$ cat config.mk
export PLATFORM = sky130hd
export DESIGN_NAME = vfind_eq
export DESIGN_NICKNAME = d
export VERILOG_FILES = /design/src/rtl/vfind_eq.sv
export SDC_FILE = /design/constraint.sdc
export NUM_CORES = 1
export LEC_CHECK = 0
export ABC_CLOCK_PERIOD_IN_PS = 4600
export BUFFER_PORTS_ARGS = -buffer_cell sky130_fd_sc_hd__clkbuf_2
export CORE_AREA = 4 4 151 153
export CTS_BUF_LIST = sky130_fd_sc_hd__clkbuf_2 sky130_fd_sc_hd__clkbuf_4 sky130_fd_sc_hd__clkbuf_8
export DETAILED_ROUTE_END_ITERATION = 10
export DIE_AREA = 0 0 155 157
export HOLD_SLACK_MARGIN = 0.08
export PLACE_DENSITY = 0.47
export SLEW_MARGIN = 20
export SYNTH_ARGS = -nofsm -noshare
export SYNTH_HDL_FRONTEND = slang
export SYNTH_SLANG_ARGS = --single-unit
$ cat constraint.sdc
create_clock -name clk -period 4.6 [get_ports clk]
set_input_delay 0.23 -clock clk [delete_from_list [all_inputs] [get_ports clk]]
set_output_delay 0.23 -clock clk [all_outputs]
set_load 0.01 [all_outputs]
$ cat src/rtl/vfind_eq.sv
module vfind_eq #(
  parameter int VW = 128
) (
  input  logic          clk,
  input  logic          rst,
  input  logic          in_valid,
  input  logic [1:0]    elem_size,
  input  logic [3:0]    ctrl,
  input  logic [VW-1:0] opa,
  input  logic [VW-1:0] opb,
  output logic          out_valid,
  output logic [VW-1:0] result,
  output logic [1:0]    cc
);
  localparam int NB = VW / 8;
  localparam int IW = $clog2(NB) + 1;

  logic [NB-1:0] beq, bz, heq, hz;
  logic [IW-1:0] fe, fz, idx, idx_q;
  logic [1:0]    cc_n, cc_q;
  logic          zs;

  assign zs = ctrl[1];

  for (genvar j = 0; j < NB; j++) begin : g_byte
    localparam int J2 = j - (j % 2);
    localparam int J4 = j - (j % 4);
    assign beq[j] = opa[VW-1-8*j -: 8] == opb[VW-1-8*j -: 8];
    assign bz[j]  = opa[VW-1-8*j -: 8] == 8'h00;
    always_comb begin
      case (elem_size)
        2'd0:    begin heq[j] = beq[j];              hz[j] = bz[j]; end
        2'd1:    begin heq[j] = &beq[J2+1:J2];       hz[j] = &bz[J2+1:J2]; end
        default: begin heq[j] = &beq[J4+3:J4];       hz[j] = &bz[J4+3:J4]; end
      endcase
    end
  end

  function automatic logic [IW-1:0] first_set(input logic [NB-1:0] v);
    first_set = IW'(NB);
    for (int i = NB - 1; i >= 0; i--)
      if (v[i]) first_set = IW'(i);
  endfunction

  assign fe  = first_set(heq);
  assign fz  = first_set(hz & {NB{zs}});
  assign idx = (fe < fz) ? fe : fz;

  always_comb begin
    if (fe == IW'(NB) && fz == IW'(NB)) cc_n = 2'd3;
    else if (fz == IW'(NB))             cc_n = 2'd1;
    else if (fe < fz)                   cc_n = 2'd2;
    else                                cc_n = 2'd0;
  end

  always_ff @(posedge clk) begin
    if (rst) begin
      out_valid <= 1'b0;
      idx_q     <= '0;
      cc_q      <= '0;
    end else begin
      out_valid <= in_valid;
      if (in_valid) begin
        idx_q <= idx;
        cc_q  <= cc_n;
      end
    end
  end

  assign result = {{(VW-IW){1'b0}}, idx_q};
  assign cc     = cc_q;
endmodule

=== Word level (Yosys, flattened, before mapping) ===
Cells that the tools add are included.

* RAM bits: 0
* Flip-flop bits (word level): 8
* Logic and storage cells: 134
* Memories kept: 0
* Latch bits: 0
* Memory bits (read-only): 0

* Div/mod/pow operators: 0
* Multipliers: 0
* Order comparisons: 1
* Eq/ne operators: 19
* Reduce and logical (&&, ||, !) cells: 42
* Muxes and demuxes: 68
* Bitwise logic cells: 1
* Shift operators: 0
* $add $sub $neg: 0

{| class="wikitable"
|+ Operators by type and width
! operator !! number
|-
| $mux W5 || 33
|-
| $eq A8 B8 Y1 || 16
|-
| $logic_not A8 Y1 || 16
|-
| $pmux W1 S2 || 32
|-
| $reduce_and A2 Y1 || 16
|-
| $reduce_and A4 Y1 || 8
|-
| $and A16 B16 Y16 || 1
|-
| $eq A5 B5 Y1 const B || 2
|-
| $mux W2 || 3
|-
| $lt A5 B5 Y1 || 1
|-
| $eq A2 B1 Y1 const B || 1
|-
| $logic_not A2 Y1 || 1
|-
| $logic_and A1 B1 Y1 || 1
|}

=== Longest topological paths before layout ===
Gate-level depths: netlist of the first run.

* Depth after elaboration: 24
* Gate-level depth with buffers: 16
* Gate-level depth less buffers: 16

=== Worst setup path before layout of the first run ===
No wires, ideal clock.

* Path type: input -> register
* Start: input port opa[29]
* End: register idx_q[3]
* Arrival time: 3.364 ns
* Setup slack: 1.157 ns
* Buffers on the path: 0
* Setup time: 0.079 ns
* Cell stages on the path: 15
* Cell sequence: or4_4 > nor2_2 > nand2_1 > o31ai_1 > o2111ai_1 > o21ai_0 > nand2_1 > ha_1 > a21o_1 > a21o_1 > a21o_2 > a41oi_1 > a31oi_4 > mux2_4 > a211oi_2

* Word-level cells in the longest chain between the ends: 22

{| class="wikitable"
|+ RTL lines
! item !! line !! RTL
|-
| start, declared || 9 || <nowiki>input logic [VW-1:0] opa,</nowiki>
|-
| $logic_not A8 Y1 || 29 || <nowiki>assign bz[j] = opa[VW-1-8*j -: 8] == 8'h00;</nowiki>
|-
| $reduce_and A4 Y1 || 34 || <nowiki>default: begin heq[j] = &beq[J4+3:J4]; hz[j] = &bz[J4+3:J4]; end</nowiki>
|-
| $pmux W1 S2 || 31 || <nowiki>case (elem_size)</nowiki>
|-
| $and A16 B16 Y16 || 46 || <nowiki>assign fz = first_set(hz & {NB{zs}});</nowiki>
|-
| $mux W5 (16 in a row) || 42 || <nowiki>if (v[i]) first_set = IW'(i);</nowiki>
|-
| $lt A5 B5 Y1 || 47 || <nowiki>assign idx = (fe < fz) ? fe : fz;</nowiki>
|-
| $mux W5 (*) || 47 ||
|-
| end signal, assigned || 64 || <nowiki>idx_q <= idx;</nowiki>
|-
| end, declared || 19 || <nowiki>logic [IW-1:0] fe, fz, idx, idx_q;</nowiki>
|}

Every way passes the cells marked *; elsewhere a longest branch is shown, timed or not.
A chain may end at the register's enable or synchronous reset.

=== Worst setup path after layout of the first run ===
* Start: input port opa[17]
* End: register idx_q[3]

The elaborated chain is that of the path after synthesis.

==> out/metrics.json, run 1 <==
{
  "first_global_vias": {"value": 4301},
  "critical_path.max_fanout": {"value": 7},
  "antenna_violations_before_repair": {"value": 0},
  "route.detailed.vias_per_inst": {"value": 4.04},
  "critPathArrivalTime": {"value": 3.97, "unit": "ns"},
  "worst_skew_pair.late_latency": {"value": 0.22, "unit": "ns"},
  "power_switching_share": {"value": 44.4, "unit": "%"},
  "tritoncts_clock_tree": {"value": "built"},
  "min_delay_path_depth": {"value": 2},
  "share_seq_of_total_power": {"value": 14.7, "unit": "%"},
  "top_post_synthesis_cells_by_area": {"value": "sky130_fd_sc_hd__xor2_1 28%, sky130_fd_sc_hd__buf_4 23%, sky130_fd_sc_hd__nor4_1 9.8%"},
  "critPathTopFamily": {"value": "compound AO/OA/AOI/OAI gates"},
  "finalClockSkew": {"value": 0, "unit": "ns"},
  "layout.core_utilization": {"value": 24.1, "unit": "%"},
  "cts-htree-levels": {"value": 1},
  "antenna_cells_inserted": {"value": 0},
  "ios": {"value": 396},
  "leakage": {"value": 0.00262, "unit": "uW"},
  "slowest_delay": {"value": 0.52, "unit": "ns"},
  "placeableCoreArea": {"value": 21600, "unit": "sq um"},
  "max-clock-path-buffers": {"value": 2},
  "die-width": {"value": 155, "unit": "microns"},
  "worst_pin_slew": {"value": 0.606, "unit": "ns"},
  "worstSetupEndpointType": {"value": "register"},
  "nNetsFinal": {"value": 1070},
  "peakVddDrop": {"value": 0.0540, "unit": "mV"},
  "critPathKind": {"value": "primary input to register"},
  "antenna_violating_nets_post_route": {"value": 0},
  "setup_violations": {"value": 0},
  "syn_avg_cell_area": {"value": 7.40, "unit": "sq um"},
  "path_buf_inv": {"value": 1},
  "hold_path_class": {"value": "primary input to register"},
  "cts-resized-gates": {"value": 0},
  "outcome": {"value": "finished, final reports clean"},
  "drc": {"value": 0},
  "grt_start_max_net_pins": {"value": 22},
  "drv.max_cap_violation_count": {"value": 0},
  "maxSlewHeadroom": {"value": 59.2, "unit": "%"},
  "postSynthCellCount": {"value": 534},
  "finalCritPeriodShare": {"value": 83.3, "unit": "%"},
  "placement_rows": {"value": 54},
  "postSynth.asyncResetShare": {"value": 0, "unit": "%"},
  "cp_cell_sequence": {"value": "clkbuf_2, xor2_1, nor4_1, nand2_1, nor4_1, o32a_1, nand2_1, a211oi_2, ha_1, a21o_1, a21o_1, a21o_2, a41oi_1, a31oi_4, mux2_4, a211oi_2"},
  "reg2regPathDepth": {"value": 3},
  "timing.hold.worst.start": {"value": "rst"},
  "floorplan.die.height": {"value": 157, "unit": "microns"},
  "r2r_end": {"value": "cc[1]$_SDFFE_PP0P_"},
  "post_synth_edffs": {"value": 0},
  "min_period": {"value": 3.83, "unit": "ns"},
  "rsz_0062_raised_after_global_routing": {"value": "false"},
  "via_count": {"value": 4356},
  "worstSetupStartpointType": {"value": "primary input"},
  "synth-seq-cells": {"value": 8},
  "synth_top_cell_area_share": {"value": 27.9, "unit": "%"},
  "seq_area_frac_synth": {"value": 4.05, "unit": "%"},
  "ys_flop_type": {"value": "sky130_fd_sc_hd__dfxtp_1"},
  "power-per-cell-area": {"value": 101, "unit": "nW/um^2"},
  "grt_first_pass_wirelength": {"value": 22400, "unit": "microns"},
  "yosysWarningCount": {"value": 0},
  "power.share.combinational": {"value": 69.7, "unit": "%"},
  "power.internal": {"value": 291, "unit": "uW"},
  "cts_setup_buffers": {"value": 0},
  "cpMaxStageDelayCell": {"value": "sky130_fd_sc_hd__nor4_1"},
  "share_of_total_power_in_the_clock_network": {"value": 15.6, "unit": "%"},
  "hold_viol_final": {"value": 0},
  "rd_place_congestion": {"value": 0.793},
  "ctsRootBufferMaster": {"value": "sky130_fd_sc_hd__clkbuf_8"},
  "timing.final.max_slew_violations": {"value": 0},
  "cts_hold_buf": {"value": 0},
  "initial_core_util": {"value": 18.3, "unit": "%"},
  "number_of_distinct_library_cells_after_synthesis": {"value": 67},
  "first_iter_violations": {"value": 141},
  "clkSinkCount": {"value": 8},
  "drt_pre_antenna_iters": {"value": 4},
  "area_growth": {"value": 31.2, "unit": "%"},
  "clk_transition_reported_paths": {"value": 0.04, "unit": "ns"},
  "critical_path_required": {"value": 4.74, "unit": "ns"},
  "grt_use_total": {"value": 11.6, "unit": "%"},
  "maxClockFrequency": {"value": 261, "unit": "MHz"},
  "drive_above_1_share": {"value": 37.7, "unit": "%"},
  "syn-cell-area": {"value": 3950, "unit": "sq um"},
  "yosysTopAreaCell": {"value": "sky130_fd_sc_hd__xor2_1"},
  "grt.overflow.total": {"value": 0},
  "cts-buffers-inserted": {"value": 3},
  "setup-tns-final": {"value": 0, "unit": "ns"},
  "wl_per_cell": {"value": 14.7, "unit": "microns"},
  "setup.reg_to_reg.worst_slack": {"value": 3.85, "unit": "ns"},
  "dpl.hpwl": {"value": 15100, "unit": "microns"},
  "wl": {"value": 15900, "unit": "microns"},
  "fp.dieArea": {"value": 24300, "unit": "sq um"},
  "portBuffers": {"value": 269},
  "crit-reg2reg-launch": {"value": "cc[1]$_SDFFE_PP0P_"},
  "min_delay_worst_endpoint": {"value": "out_valid$_SDFF_PP0_"},
  "switching_power": {"value": 233, "unit": "uW"}
}
==> cell usage in the layout (no fill, tap or decap), types with 2 or more instances in the layout <==
cell type and count:
sky130_fd_sc_hd__nor4_2 3, sky130_fd_sc_hd__clkbuf_2 269, sky130_fd_sc_hd__nand4_1 6, sky130_fd_sc_hd__maj3_1 7
sky130_fd_sc_hd__nor2b_1 3, sky130_fd_sc_hd__nand2_1 45, sky130_fd_sc_hd__clkbuf_8 3, sky130_fd_sc_hd__nor2_1 14
sky130_fd_sc_hd__a311oi_1 2, sky130_fd_sc_hd__xor2_1 126, sky130_fd_sc_hd__ha_1 4, sky130_fd_sc_hd__nor3_1 4
sky130_fd_sc_hd__o31ai_1 3, sky130_fd_sc_hd__inv_1 4, sky130_fd_sc_hd__o32ai_1 2, sky130_fd_sc_hd__a21o_2 2
sky130_fd_sc_hd__a211o_1 2, sky130_fd_sc_hd__or4_4 4, sky130_fd_sc_hd__a21oi_1 25, sky130_fd_sc_hd__o211ai_1 4
sky130_fd_sc_hd__a21o_1 4, sky130_fd_sc_hd__a211oi_2 2, sky130_fd_sc_hd__o31a_1 2, sky130_fd_sc_hd__o32a_1 2
sky130_fd_sc_hd__nor4_1 62, sky130_fd_sc_hd__a21boi_0 2, sky130_fd_sc_hd__xnor2_1 2, sky130_fd_sc_hd__o21ai_0 12
sky130_fd_sc_hd__a31oi_1 4, sky130_fd_sc_hd__conb_1 123, sky130_fd_sc_hd__o2111ai_1 3, sky130_fd_sc_hd__or2_2 3
sky130_fd_sc_hd__and2_1 4, sky130_fd_sc_hd__buf_4 3, sky130_fd_sc_hd__o22ai_1 3, sky130_fd_sc_hd__dfxtp_1 8
==> how the worst max path moves through the flow <==
stage                  from                     to  slack, ns  depth (start not counted)
floorplan           opa[29]  idx_q[3]$_SDFFE_PP0P_       1.16                         15
global placement    opa[17]  idx_q[3]$_SDFFE_PP0P_       0.48                         16
detailed placement  opa[17]  idx_q[3]$_SDFFE_PP0P_       0.48                         16
CTS                 opa[17]  idx_q[3]$_SDFFE_PP0P_       0.65                         16
global route        opa[17]  idx_q[3]$_SDFFE_PP0P_       0.40                         16
finish              opa[17]  idx_q[3]$_SDFFE_PP0P_       0.77                         16
==> cells by family after synthesis <==
family | share of synthesized area [%]
buf+inv | 25.3
simple gates | 23.5
xor+xnor | 28.4
flops | 4.05
other cells | 0.0949
compound gates | 14.7
fa+ha+maj | 3.33
mux | 0.633
==> power by group through the flow <==
stage	Combinational, uW	Sequential (uW)	Clock (uW)
final	366	77.3	81.7
after floorplan	259	80.7	0
after global placement	366	78.6	0
after global routing	408	78.0	88.8
after detailed placement	367	78.6	0
after CTS	369	77.5	84.4
==> worst register-to-register path, cell delays in order (launching register included) <==
cell and delay (ns):
sky130_fd_sc_hd__dfxtp_1 0.30, sky130_fd_sc_hd__nor2b_1 0.12, sky130_fd_sc_hd__a31oi_1 0.14, sky130_fd_sc_hd__a21oi_1 0.08
==> cell type report <==
type | count | area [sq um]
well taps | 280 | 350
clock buffers | 3 | 41.3
repair buffers | 272 | 1370
fillers | 2473 | 16400
flip-flops and latches | 8 | 160
inverters | 4 | 15.0
multi-input cells | 512 | 3250
==> metal layers <==
| layer | wire [microns] | part of all wire [%] | track usage [%] | vias up |
|---|---|---|---|---|
| met5 | 0 | 0 | 0 | - |
| met4 | 0 | 0 | 0.294 | 0 |
| met3 | 1590 | 10 | 2.50 | 0 |
| met2 | 8520 | 54 | 23.5 | 239 |
| met1 | 5790 | 36 | 13.1 | 1915 |
| li1 | - | - | - | 2202 |
==> sequential cells by signal (all words and copies together) (netlist names) <==
signal,count
idx_q,5
out_valid,1
cc,2
==> Yosys cell counts (6+ instances only) <==
master / instances
sky130_fd_sc_hd__xor2_1: 126
sky130_fd_sc_hd__buf_4: 123
sky130_fd_sc_hd__nor4_1: 62
sky130_fd_sc_hd__nand2_1: 45
sky130_fd_sc_hd__a21oi_1: 25
sky130_fd_sc_hd__nor2_1: 14
sky130_fd_sc_hd__o21ai_0: 12
sky130_fd_sc_hd__dfxtp_1: 8
sky130_fd_sc_hd__maj3_1: 7
sky130_fd_sc_hd__nand4_1: 6
==> stage by stage <==
| stage | worst slack (ns) | power, uW | cell area (sq um) | hold WS (ns) | std cells |
|---|---|---|---|---|---|
| 2_1_floorplan | 1.16 | 340 | 4410 | 0.411 | 656 |
| 3_3_place_gp | 0.477 | 445 | 5140 | 0.460 | 1076 |
| 3_5_place_dp | 0.480 | 446 | 5140 | 0.462 | 1076 |
| 4_1_cts | 0.648 | 531 | 5180 | 0.288 | 1079 |
| 5_1_grt | 0.402 | 575 | 5180 | 0.299 | 1079 |
| 6_report | 0.769 | 525 | 5180 | 0.283 | 1079 |
Power figures use the tool's default switching activity.
==> run 2, diff against run 1 <==
==> config.mk (replaced) <==
export PLATFORM = sky130hd
export DESIGN_NAME = vfind_eq
export DESIGN_NICKNAME = d
export VERILOG_FILES = /design/src/rtl/vfind_eq.sv
export SDC_FILE = /design/constraint.sdc
export NUM_CORES = 1
export LEC_CHECK = 0
export ABC_CLOCK_PERIOD_IN_PS = 3200
export BUFFER_PORTS_ARGS = -buffer_cell sky130_fd_sc_hd__clkbuf_2
export CORE_AREA = 4 4 150 152
export CTS_BUF_LIST = sky130_fd_sc_hd__clkbuf_2 sky130_fd_sc_hd__clkbuf_4 sky130_fd_sc_hd__clkbuf_8
export DETAILED_ROUTE_END_ITERATION = 10
export DIE_AREA = 0 0 154 156
export HOLD_SLACK_MARGIN = 0.08
export PLACE_DENSITY = 0.49
export SLEW_MARGIN = 20
export SYNTH_ARGS = -nofsm -noshare
export SYNTH_HDL_FRONTEND = slang
export SYNTH_SLANG_ARGS = --single-unit
==> constraint.sdc (replaced) <==
create_clock -name clk -period 3.2 [get_ports clk]
set_input_delay 0.16 -clock clk [delete_from_list [all_inputs] [get_ports clk]]
set_output_delay 0.16 -clock clk [all_outputs]
set_load 0.01 [all_outputs]
==> run 2 against run 1 <==
Net effect: the flow now finishes with violations (negative setup slack); via count up 9.4%; sequential share of layout area down 0.58 points; wire length increased by 0.52%; cell count is 10% higher; sequential power rose by 45%; combinational power rose by 74%; worst hold slack got worse by 0.058 ns; final area increased by 23%; non-clock buffer count rose by 118; critical path type unchanged; largest power group unchanged.
==> out/metrics.json, run 2 (synthesis results as in run 1) <==
{
  "outcome": {"value": "finished with violations", "change": "was finished, final reports clean"},
  "violations": {"value": "negative setup slack"},
  "grt_first_pass_wirelength": {"value": 23300, "unit": "microns", "change": "was 22,400 microns"},
  "maxClockFrequency": {"value": 305, "unit": "MHz"},
  "power.internal": {"value": 497, "unit": "uW", "change": "was 291 uW"},
  "critPathTopFamily": {"value": "compound AO/OA/AOI/OAI gates", "change": "unchanged"},
  "setup_violations": {"value": 3, "change": "was 0"},
  "share_of_total_power_in_the_clock_network": {"value": 14.4, "unit": "%", "change": "was 15.6%"},
  "leakage": {"value": 0.00326, "unit": "uW", "change": "was 0.00262 uW"},
  "power.share.combinational": {"value": 72.9, "unit": "%", "change": "was 69.7%"},
  "dpl.hpwl": {"value": 14600, "unit": "microns", "change": "was 15,100 microns"},
  "max-clock-path-buffers": {"value": 2, "change": "unchanged"},
  "fp.dieArea": {"value": 24000, "unit": "sq um", "change": "was 24,300 sq um"},
  "drv.max_cap_violation_count": {"value": 0, "change": "unchanged"},
  "critical_path_required": {"value": 3.35, "unit": "ns", "change": "was 4.74 ns"},
  "post_dp_cell_area": {"value": 5950, "unit": "sq um", "change": "was 5140 sq um"},
  "share_seq_of_total_power": {"value": 12.8, "unit": "%", "change": "was 14.7%"},
  "layout_common_cells": {"value": "267 x sky130_fd_sc_hd__clkbuf_2, 125 x sky130_fd_sc_hd__xor2_1, 123 x sky130_fd_sc_hd__conb_1, 117 x sky130_fd_sc_hd__buf_4", "change": "was 269 x sky130_fd_sc_hd__clkbuf_2, 126 x sky130_fd_sc_hd__xor2_1, 123 x sky130_fd_sc_hd__conb_1, 62 x sky130_fd_sc_hd__nor4_1, 45 x sky130_fd_sc_hd__nand2_1"},
  "cp_cell_sequence": {"value": "clkbuf_2, xor2_2, nor4_2, nand2_1, nor4_4, o32a_1, nand2_1, a211oi_2, ha_1, a21o_1, a21o_1, a21o_4, a41oi_4, a31oi_4, mux2_4, a211oi_2", "change": "was clkbuf_2, xor2_1, nor4_1, nand2_1, nor4_1, o32a_1, nand2_1, a211oi_2, ha_1, a21o_1, a21o_1, a21o_2, a41oi_1, a31oi_4, mux2_4, a211oi_2"},
  "path_buf_inv": {"value": 1, "change": "unchanged"},
  "grt.overflow.total": {"value": 0, "change": "unchanged"},
  "die-width": {"value": 154, "unit": "microns", "change": "was 155 microns"},
  "setup-tns-final": {"value": -0.109, "unit": "ns", "change": "was 0 ns"},
  "layout_commonest_cell": {"value": "sky130_fd_sc_hd__clkbuf_2", "change": "unchanged"},
  "worstSetupEndpointType": {"value": "register", "change": "unchanged"},
  "ios": {"value": 396, "change": "unchanged"},
  "switching_power": {"value": 376, "unit": "uW", "change": "was 233 uW"},
  "seq_area": {"value": 160, "unit": "sq um", "change": "unchanged"},
  "design_area": {"value": 6390, "unit": "sq um", "change": "was 5180 sq um"},
  "cts-htree-levels": {"value": 1, "change": "unchanged"},
  "finalCritPeriodShare": {"value": 103, "unit": "%"},
  "initial_core_util": {"value": 18.8, "unit": "%", "change": "was 18.3%"},
  "hold_path_class": {"value": "primary input to register", "change": "unchanged"},
  "hold_viol_final": {"value": 0, "change": "unchanged"},
  "floorplan.die.height": {"value": 156, "unit": "microns", "change": "was 157 microns"},
  "nNetsFinal": {"value": 1188, "change": "was 1,070"},
  "placeableCoreArea": {"value": 21000, "unit": "sq um", "change": "was 21,600 sq um"},
  "critical_path.max_fanout": {"value": 5, "change": "was 7"},
  "peakVddDrop": {"value": 0.0876, "unit": "mV", "change": "was 0.0540 mV"},
  "rd_place_congestion": {"value": 0.828, "change": "was 0.793"},
  "rsz_0062_raised_after_global_routing": {"value": "true", "change": "was false"},
  "clk_transition_reported_paths": {"value": 0.04, "unit": "ns", "change": "about the same"},
  "tritoncts_clock_tree": {"value": "built", "change": "unchanged"},
  "timing.final.max_slew_violations": {"value": 0, "change": "unchanged"},
  "clkSinkCount": {"value": 8, "change": "unchanged"},
  "drc": {"value": 0, "change": "unchanged"},
  "flip_flop_count_of_the_largest_register_all_copies_and_words_added": {"value": 5, "change": "unchanged"},
  "finalClockSkew": {"value": 0, "unit": "ns", "change": "unchanged"},
  "placement_rows": {"value": 53, "change": "was 54"},
  "cpMaxStageDelayCell": {"value": "sky130_fd_sc_hd__mux2_4", "change": "was sky130_fd_sc_hd__nor4_1"},
  "antenna_violating_nets_post_route": {"value": 0, "change": "unchanged"},
  "worstSetupStartpointType": {"value": "primary input", "change": "unchanged"},
  "critPathArrivalTime": {"value": 3.44, "unit": "ns", "change": "was 3.97 ns"},
  "postLayoutSetupSlackWorst": {"value": -0.0836, "unit": "ns", "change": "was 0.769 ns"},
  "first_iter_violations": {"value": 113, "change": "was 141"},
  "wl_per_cell": {"value": 13.4, "unit": "microns", "change": "was 14.7 microns"},
  "min_period": {"value": 3.28, "unit": "ns"},
  "antenna_violations_before_repair": {"value": 0, "change": "unchanged"},
  "route.detailed.vias_per_inst": {"value": 4.00, "change": "was 4.04"},
  "layout.core_utilization": {"value": 30.4, "unit": "%", "change": "was 24.1%"},
  "hold_slack": {"value": 0.225, "unit": "ns", "change": "was 0.283 ns"},
  "via_count": {"value": 4766, "change": "was 4,356"},
  "drt_pre_antenna_iters": {"value": 4, "change": "unchanged"},
  "portBuffers": {"value": 269, "change": "unchanged"},
  "place_ws": {"value": -0.512, "unit": "ns", "change": "was 0.480 ns"},
  "critPathKind": {"value": "primary input to register", "change": "unchanged"},
  "multi_input_area": {"value": 3530, "unit": "sq um", "change": "was 3250 sq um"},
  "worst_skew_pair.late_latency": {"value": 0.23, "unit": "ns", "change": "was 0.22 ns"},
  "ctsRootBufferMaster": {"value": "sky130_fd_sc_hd__clkbuf_8", "change": "unchanged"},
  "wl": {"value": 16000, "unit": "microns", "change": "was 15,900 microns"},
  "first_global_vias": {"value": 4743, "change": "was 4,301"},
  "power_switching_share": {"value": 43.1, "unit": "%", "change": "was 44.4%"},
  "cts-buffers-inserted": {"value": 3, "change": "unchanged"},
  "area_growth": {"value": 61.8, "unit": "%", "change": "was 31.2%"},
  "drive_above_1_share": {"value": 50.1, "unit": "%", "change": "was 37.7%"},
  "antenna_cells_inserted": {"value": 0, "change": "unchanged"},
  "filler_cell_count": {"value": 2332, "change": "was 2,473"},
  "grt_start_max_net_pins": {"value": 19, "change": "was 22"},
  "slowest_delay": {"value": 0.33, "unit": "ns", "change": "was 0.52 ns"},
  "power-per-cell-area": {"value": 137, "unit": "nW/um^2", "change": "was 101 nW/um^2"},
  "register_name_with_the_most_flops": {"value": "idx_q", "change": "unchanged"},
  "grt_use_total": {"value": 11.7, "unit": "%", "change": "was 11.6%"}
}
==> run 2: cell count changes in the layout (fill, tap and decap cells not counted), moves of 3 or more <==
cell,before,now
sky130_fd_sc_hd__a21oi_2,0,6
sky130_fd_sc_hd__nor4_4,0,3
sky130_fd_sc_hd__nor4_2,3,19
sky130_fd_sc_hd__buf_4,3,117
sky130_fd_sc_hd__buf_6,0,4
sky130_fd_sc_hd__nor4_1,62,43
sky130_fd_sc_hd__a21oi_1,25,18
==> run 2: per-stage QoR <==
stage,total power [uW],instances
after floorplan,491,656
after global placement,706,1174
after detailed placement,708,1174
after CTS,860,1187
after global routing,948,1192
final,873,1192
==> run 2: final timing paths <==
check,from,to,slack (ns),depth (start not counted)
worst max-delay path,opb[3],idx_q[3]$_SDFFE_PP0P_,-0.08,16
worst min-delay path,rst,cc[1]$_SDFFE_PP0P_,0.22,2
worst max register to register,cc[1]$_SDFFE_PP0P_,cc[1]$_SDFFE_PP0P_,2.41,3
worst min register to register,idx_q[0]$_SDFFE_PP0P_,idx_q[0]$_SDFFE_PP0P_,0.50,2
==> run 2: power by group through the flow <==
stage / logic, uW / registers [uW] / clock network [uW]
after floorplan: 375 / 116 / 0
after global placement: 593 / 113 / 0
after detailed placement: 594 / 113 / 0
after CTS: 620 / 112 / 129
after global routing: 703 / 112 / 132
final: 637 / 112 / 125
==> run 2: layout make-up <==
| class | instances | share of cell area (%) |
|---|---|---|
| repair buffers | 390 | 36.0 |
| inverters | 4 | 0.235 |
| well taps | 275 | 5.38 |
| flip-flops and latches | 8 | 2.51 |
| clock buffers | 3 | 0.646 |
| multi-input cells | 512 | 55.2 |
==> run 2: metal layers <==
metal  vias to the layer above  part of all wire, %  GRT usage [%]
li1                       2439                    -              -
met1                      2112                   39           14.3
met2                       202                   53           22.1
met3                        13                  7.4           2.11
met4                         0                 0.99           1.30
met5                         -                    0              0
==> run 2: repair_timing <==
action | in CTS | in global routing
pin swaps | 9 | 16
setup buffers | 10 | 5
hold buffers | 0 | 0
gates resized for setup | 28 | 24
setup endpoints to repair | 6 | 6
